## config.mk

```make
export PLATFORM = sky130hd
export DESIGN_NAME = acc_core
export DESIGN_NICKNAME = d
export VERILOG_FILES = /design/src/rtl/acc_core_pkg.sv /design/src/rtl/acc_core_decode.sv /design/src/rtl/acc_core_alu.sv /design/src/rtl/acc_core_seq.sv /design/src/rtl/acc_core.sv
export SDC_FILE = /design/constraint.sdc
export NUM_CORES = 1
export LEC_CHECK = 0
export ABC_AREA = 1
export BUFFER_PORTS_ARGS = -buffer_cell sky130_fd_sc_hd__buf_2
export CORE_UTILIZATION = 53
export DETAILED_ROUTE_END_ITERATION = 10
export HOLD_SLACK_MARGIN = 0.06
export PLACE_DENSITY = 0.84
export SLEW_MARGIN = 15
export SYNTH_ARGS = -nofsm -noshare
export SYNTH_HDL_FRONTEND = slang
export SYNTH_SLANG_ARGS = --single-unit
export TNS_END_PERCENT = 1
```

## constraint.sdc

```tcl
create_clock -name clk -period 3.4 [get_ports clk]
set_input_delay 0.34 -clock clk [delete_from_list [all_inputs] [get_ports clk]]
set_output_delay 0.34 -clock clk [all_outputs]
set_load 0.05 [all_outputs]
```

## src/rtl/acc_core_pkg.sv

```systemverilog
package acc_core_pkg;

    localparam int unsigned WORD_W = 8;
    localparam int unsigned MEM_BYTES = 1 << WORD_W;

    typedef logic [WORD_W-1:0] word_t;

    localparam word_t OPC_INC   = 8'hF0;
    localparam word_t OPC_DEC   = 8'hF2;
    localparam word_t OPC_STNOT = 8'h5F;

    typedef enum logic [1:0] {
        PH_FETCH = 2'd0,
        PH_LATCH = 2'd1,
        PH_EXEC  = 2'd2,
        PH_STOP  = 2'd3
    } phase_e;

    typedef enum logic [1:0] {
        OP_INC   = 2'd0,
        OP_DEC   = 2'd1,
        OP_STORE = 2'd2,
        OP_BAD   = 2'd3
    } op_kind_e;

    typedef struct packed {
        op_kind_e kind;
        logic     acc_we;
        logic     mem_we;
        logic     stop;
    } ctrl_t;

    function automatic ctrl_t decode_byte(word_t op);
        ctrl_t c;
        c = '{kind: OP_BAD, acc_we: 1'b0, mem_we: 1'b0, stop: 1'b1};
        unique case (op)
            OPC_INC:   c = '{kind: OP_INC,   acc_we: 1'b1, mem_we: 1'b0, stop: 1'b0};
            OPC_DEC:   c = '{kind: OP_DEC,   acc_we: 1'b1, mem_we: 1'b0, stop: 1'b0};
            OPC_STNOT: c = '{kind: OP_STORE, acc_we: 1'b0, mem_we: 1'b1, stop: 1'b0};
            default:   c = '{kind: OP_BAD,   acc_we: 1'b0, mem_we: 1'b0, stop: 1'b1};
        endcase
        return c;
    endfunction

endpackage

```

## src/rtl/acc_core_decode.sv

```systemverilog
module acc_core_decode
    import acc_core_pkg::*;
(
    input  word_t ir,
    output ctrl_t ctrl
);

    always_comb begin
        ctrl = decode_byte(ir);
    end

endmodule

```

## src/rtl/acc_core_alu.sv

```systemverilog
module acc_core_alu
    import acc_core_pkg::*;
(
    input  word_t    acc,
    input  op_kind_e kind,
    output word_t    acc_next,
    output word_t    store_addr
);

    always_comb begin
        unique case (kind)
            OP_INC:  acc_next = acc + word_t'(1);
            OP_DEC:  acc_next = acc - word_t'(1);
            default: acc_next = acc;
        endcase
        store_addr = ~acc;
    end

endmodule

```

## src/rtl/acc_core_seq.sv

```systemverilog
module acc_core_seq
    import acc_core_pkg::*;
(
    input  logic   clk,
    input  logic   rst,
    input  word_t  boot_pc,
    input  word_t  mem_rdata,
    input  ctrl_t  ctrl,
    output phase_e phase,
    output word_t  pc,
    output word_t  ir,
    output logic   halted
);

    always_ff @(posedge clk) begin
        if (rst) begin
            phase  <= PH_FETCH;
            pc     <= boot_pc;
            ir     <= '0;
            halted <= 1'b0;
        end else begin
            unique case (phase)
                PH_FETCH: begin
                    pc    <= pc + word_t'(1);
                    phase <= PH_LATCH;
                end
                PH_LATCH: begin
                    ir    <= mem_rdata;
                    phase <= PH_EXEC;
                end
                PH_EXEC: begin
                    if (ctrl.stop) begin
                        halted <= 1'b1;
                        phase  <= PH_STOP;
                    end else begin
                        phase  <= PH_FETCH;
                    end
                end
                default: phase <= PH_STOP;
            endcase
        end
    end


    halt_sticky_chk: assert property (@(posedge clk) disable iff (rst)
        halted |=> halted);


    pc_frozen_chk: assert property (@(posedge clk) disable iff (rst)
        halted |=> $stable(pc));

endmodule

```

## src/rtl/acc_core.sv

```systemverilog
module acc_core
    import acc_core_pkg::*;
(
    input  logic       clk,
    input  logic       rst,
    input  logic [7:0] boot_pc,
    input  logic [7:0] acc_seed,
    output logic [7:0] mem_addr,
    output logic       mem_rd,
    output logic       mem_wr,
    output logic [7:0] mem_wdata,
    input  logic [7:0] mem_rdata,
    output logic [7:0] acc_value,
    output logic [7:0] pc_value,
    output logic       halted
);

    phase_e phase;
    word_t  pc;
    word_t  ir;
    word_t  acc;
    word_t  acc_next;
    word_t  store_addr;
    ctrl_t  ctrl;
    logic   in_exec;

    acc_core_seq u_seq (
        .clk       (clk),
        .rst       (rst),
        .boot_pc   (boot_pc),
        .mem_rdata (mem_rdata),
        .ctrl      (ctrl),
        .phase     (phase),
        .pc        (pc),
        .ir        (ir),
        .halted    (halted)
    );

    acc_core_decode u_dec (
        .ir   (ir),
        .ctrl (ctrl)
    );

    acc_core_alu u_alu (
        .acc        (acc),
        .kind       (ctrl.kind),
        .acc_next   (acc_next),
        .store_addr (store_addr)
    );

    assign in_exec = (phase == PH_EXEC);

    always_ff @(posedge clk) begin
        if (rst) begin
            acc <= acc_seed;
        end else if (in_exec && ctrl.acc_we) begin
            acc <= acc_next;
        end
    end

    always_comb begin
        mem_rd    = (phase == PH_FETCH);
        mem_wr    = in_exec && ctrl.mem_we;
        mem_addr  = in_exec ? store_addr : pc;
        mem_wdata = acc;
        acc_value = acc;
        pc_value  = pc;
    end


    pc_after_fetch_chk: assert property (@(posedge clk) disable iff (rst)
        mem_rd |=> (pc_value == $past(mem_addr) + 8'd1));


    inc_result_chk: assert property (@(posedge clk) disable iff (rst)
        (in_exec && ir == OPC_INC) |=> (acc_value == $past(acc_value) + 8'd1));


    dec_result_chk: assert property (@(posedge clk) disable iff (rst)
        (in_exec && ir == OPC_DEC) |=> (acc_value == $past(acc_value) - 8'd1));


    store_target_chk: assert property (@(posedge clk) disable iff (rst)
        mem_wr |-> (mem_addr == ~mem_wdata));


    store_keeps_acc_chk: assert property (@(posedge clk) disable iff (rst)
        mem_wr |=> $stable(acc_value));


    single_fetch_chk: assert property (@(posedge clk) disable iff (rst)
        mem_rd |=> !mem_rd);


    rd_wr_apart_chk: assert property (@(posedge clk) disable iff (rst)
        !(mem_rd && mem_wr));


    quiet_halt_chk: assert property (@(posedge clk) disable iff (rst)
        halted |-> (!mem_rd && !mem_wr));

endmodule

```

==> impl_metrics.env <==
export IMPL_dr_wl_met2_mm=1.803
export IMPL_drive_gt1_share_pct=30.53
export IMPL_hold_viol=0
export IMPL_grt_pass1_wl_mm=6.044
export IMPL_num_antenna_cells=0
export IMPL_postRouteAntennaNets=0
export IMPL_slowest_stage="dfxtp_1"
export IMPL_clock_sinks=27
export IMPL_ff2ff_path_depth=12
export IMPL_grt_overflow_total=0
export IMPL_fin_crit_ps=2125
export IMPL_cp_common_cell="nand2_1"
export IMPL_max_freq_mhz=470.5
export IMPL_tritoncts="done"
export IMPL_power_density_mw_per_mm2=495.0
export IMPL_yosys_top_cells_area="edfxtp_1, nand2_1, dfxtp_1"
export IMPL_die_w_um=59.53
export IMPL_final_area_mm2=0.002048
export IMPL_worst_ep_required_time_ps=3500
export IMPL_hold_path_end="u_seq.ir[7]"
export IMPL_wl_met1_mm=1.745
export IMPL_fillers=308
export IMPL_crit_family="simple AND/OR/NAND/NOR gates"
export IMPL_tritoncts_num_buffers=3
export IMPL_syn_inst=234
export IMPL_pin_count=61
export IMPL_vias=1634
export IMPL_r2r_end="acc_value[5]"
export IMPL_synth_commonest_cells="nand2_1, nor2_1, o21ai_0, inv_1, edfxtp_1"
export IMPL_rows=20
export IMPL_clk_pin_slew_ps=160
export IMPL_cp_end_kind="register"
export IMPL_die_h_um=59.53
export IMPL_antenna_found_initial=0
export IMPL_placedCellCount=325
export IMPL_async_flop_share_pct=0
export IMPL_port_buffers=60
export IMPL_synth_nets=268
export IMPL_area_delta_synth_final_pct=16.76
export IMPL_regArea_um2=700.7
export IMPL_root_buffer="clkbuf_4"
export IMPL_ys_seq_area_share_pct=39.94
export IMPL_track_usage_pct=22.43
export IMPL_hp_class="in2reg"
export IMPL_drt_initial_drc_count=68
export IMPL_maxCapViolations=0
export IMPL_cts_setup_buffers=0
export IMPL_multi_input_area_um2=859.6
export IMPL_dr_wl_met3_um=217
export IMPL_clk_latency_ps=330
export IMPL_regToRegStartpoint="u_seq.ir[5]"
export IMPL_synth_edff_count=16
export IMPL_crit_chain="nand2_1 -> nor2_2 -> nand2_2 -> inv_1 -> ha_1 -> or2_4 -> nand2_1 -> nor2_1 -> nor2_1 -> nand2_1 -> nand3_1 -> nand2_1"
export IMPL_syn_area_mm2=0.001754
export IMPL_p_leak_uw=0.001034
export IMPL_grt_pass1_vias=1418
export IMPL_stdcell_count=329
export IMPL_cp_data_arrival_time_ps=2220
export IMPL_drv_slew=0
export IMPL_start_util_pct=56.53
export IMPL_yosysMostFrequentCell="nand2_1"
export IMPL_start_kind="register"
export IMPL_yosysWarnings=0
export IMPL_period_share_pct=62.51
export IMPL_grt_max_degree=24
export IMPL_ctsHtreeMaxLevel=1
export IMPL_top_layer="met4"
export IMPL_routed_wl_mm=3.789
export IMPL_crit_buf_inv=1
export IMPL_tns_ps=0
export IMPL_wl_per_cell_um=11.52
export IMPL_postPlaceCellArea_mm2=0.002017
export IMPL_maxSlewHeadroom_pct=25.96
export IMPL_synth_flop_cell="edfxtp_1"
export IMPL_hold_depth=3
export IMPL_finClkSkew_ps=12.34
export IMPL_core_mm2=0.003103
export IMPL_cp_max_fo=6
export IMPL_dpl_hpwl_mm=2.909
export IMPL_ys_ff_latch=27
export IMPL_rrSetupSlack_ps=1270
export IMPL_cts_resized=0
export IMPL_firstDrtPassIters=4
export IMPL_synth_distinct_cells=25
export IMPL_num_nets_final=320
export IMPL_drc_errors=0
export IMPL_synth_area_leader_cell="edfxtp_1"
export IMPL_peakVddDrop_uv=238.9
export IMPL_place_gp_congestion=0.8925
export IMPL_yosysTopAreaCellShare_pct=27.39
export IMPL_ctsLongestPathBuffers=2
export IMPL_worst_slew_pin_slew_ps=1099
export IMPL_setup_ws_ps=1275
export IMPL_finalSetupViolations=0
export IMPL_postCtsHoldBufs=0
export IMPL_die_area_mm2=0.003544
export IMPL_syn_avg_cell_area_um2=7.497
export IMPL_hp_start="mem_rdata[7]"
export IMPL_rsz0062_at_grt="false"
export IMPL_critPathMaxStageDelay_ps=400
export IMPL_dpl_worst_slack_ps=1318
export IMPL_crit_type="reg2reg"
export IMPL_status="finished, final reports clean"
export IMPL_vias_per_cell=4.967
## layout by cell type, fill, tap and decap left out
cell type / count
o21ai_0: 21
buf_4: 1
nand4_1: 3
a31oi_1: 2
nor2_1: 23
nand2_2: 1
nand3_1: 13
inv_2: 6
a21oi_1: 14
nand2_1: 66
nor3_1: 2
dfxtp_1: 11
inv_1: 19
nor2_2: 2
fa_1: 1
clkbuf_4: 3
nor2_4: 2
or2_2: 1
inv_6: 1
edfxtp_1: 16
ha_1: 7
nor3_2: 1
or2_4: 1
buf_2: 60
o21ai_2: 8
## per-layer routing
metal,track usage (%),vias up
li1,-,864
met3,2.620,2
met1,29.61,715
met5,0,-
met2,38.36,53
met4,6.977,0
## metrics by stage
step | hold WS, ps | power (µW) | util, %
floorplan | 447.2 | 791.0 | -
global placement | 434.8 | 865.5 | 65.00
detailed placement | 444.5 | 873.1 | 65.00
CTS | 218.4 | 1019 | 66.01
global route | 222.7 | 1069 | 66.01
finish | 223.9 | 1014 | 66.01
## state kept, by name, summed over array words and instances, names as in the netlist
name          cells
acc_value         8
u_seq.ir          8
u_seq.pc          8
u_seq.phase       2
u_seq.halted      1
## worst max path at each step
stage / endpoint / from / depth (start not counted) / slack [ps]
after global placement: acc_value[4] / u_seq.ir[2] / 11 / 1390
after floorplan: mem_addr[7] / u_seq.pc[7] / 2 / 1200
after CTS: acc_value[5] / u_seq.ir[5] / 12 / 1290
after detailed placement: acc_value[4] / u_seq.ir[5] / 10 / 1320
after global routing: acc_value[5] / u_seq.ir[6] / 12 / 1070
final: acc_value[5] / u_seq.ir[5] / 12 / 1270
## area by class of cell
| class | instances | area share [%] |
|---|---|---|
| clock buffer | 3 | 1.100 |
| inverter | 25 | 4.582 |
| tap | 44 | 2.688 |
| multi-input combinational | 168 | 41.97 |
| clock inverter | 1 | 0.4276 |
| sequential | 27 | 34.21 |
| timing repair buffer | 61 | 15.03 |
## kinds of logic after synthesis
group / Yosys count / synth area share [%]
compound gates: 45 / 14.69
flops: 27 / 39.94
fa+ha+maj: 8 / 6.134
simple gates: 115 / 28.17
buf+inv: 39 / 11.06
## where the power goes
group	switching, µW	leakage (µW)	internal, µW
clock	101	0.0000183	47.8
combinational	321	0.000763	102
sequential	45.0	0.000252	397
total	467	0.00103	547
## worst min-delay path, stage by stage
cell and delay (ps):
buf_2 70, nor2_1 30, nor2_1 80
Power figures use the tool's default switching activity.
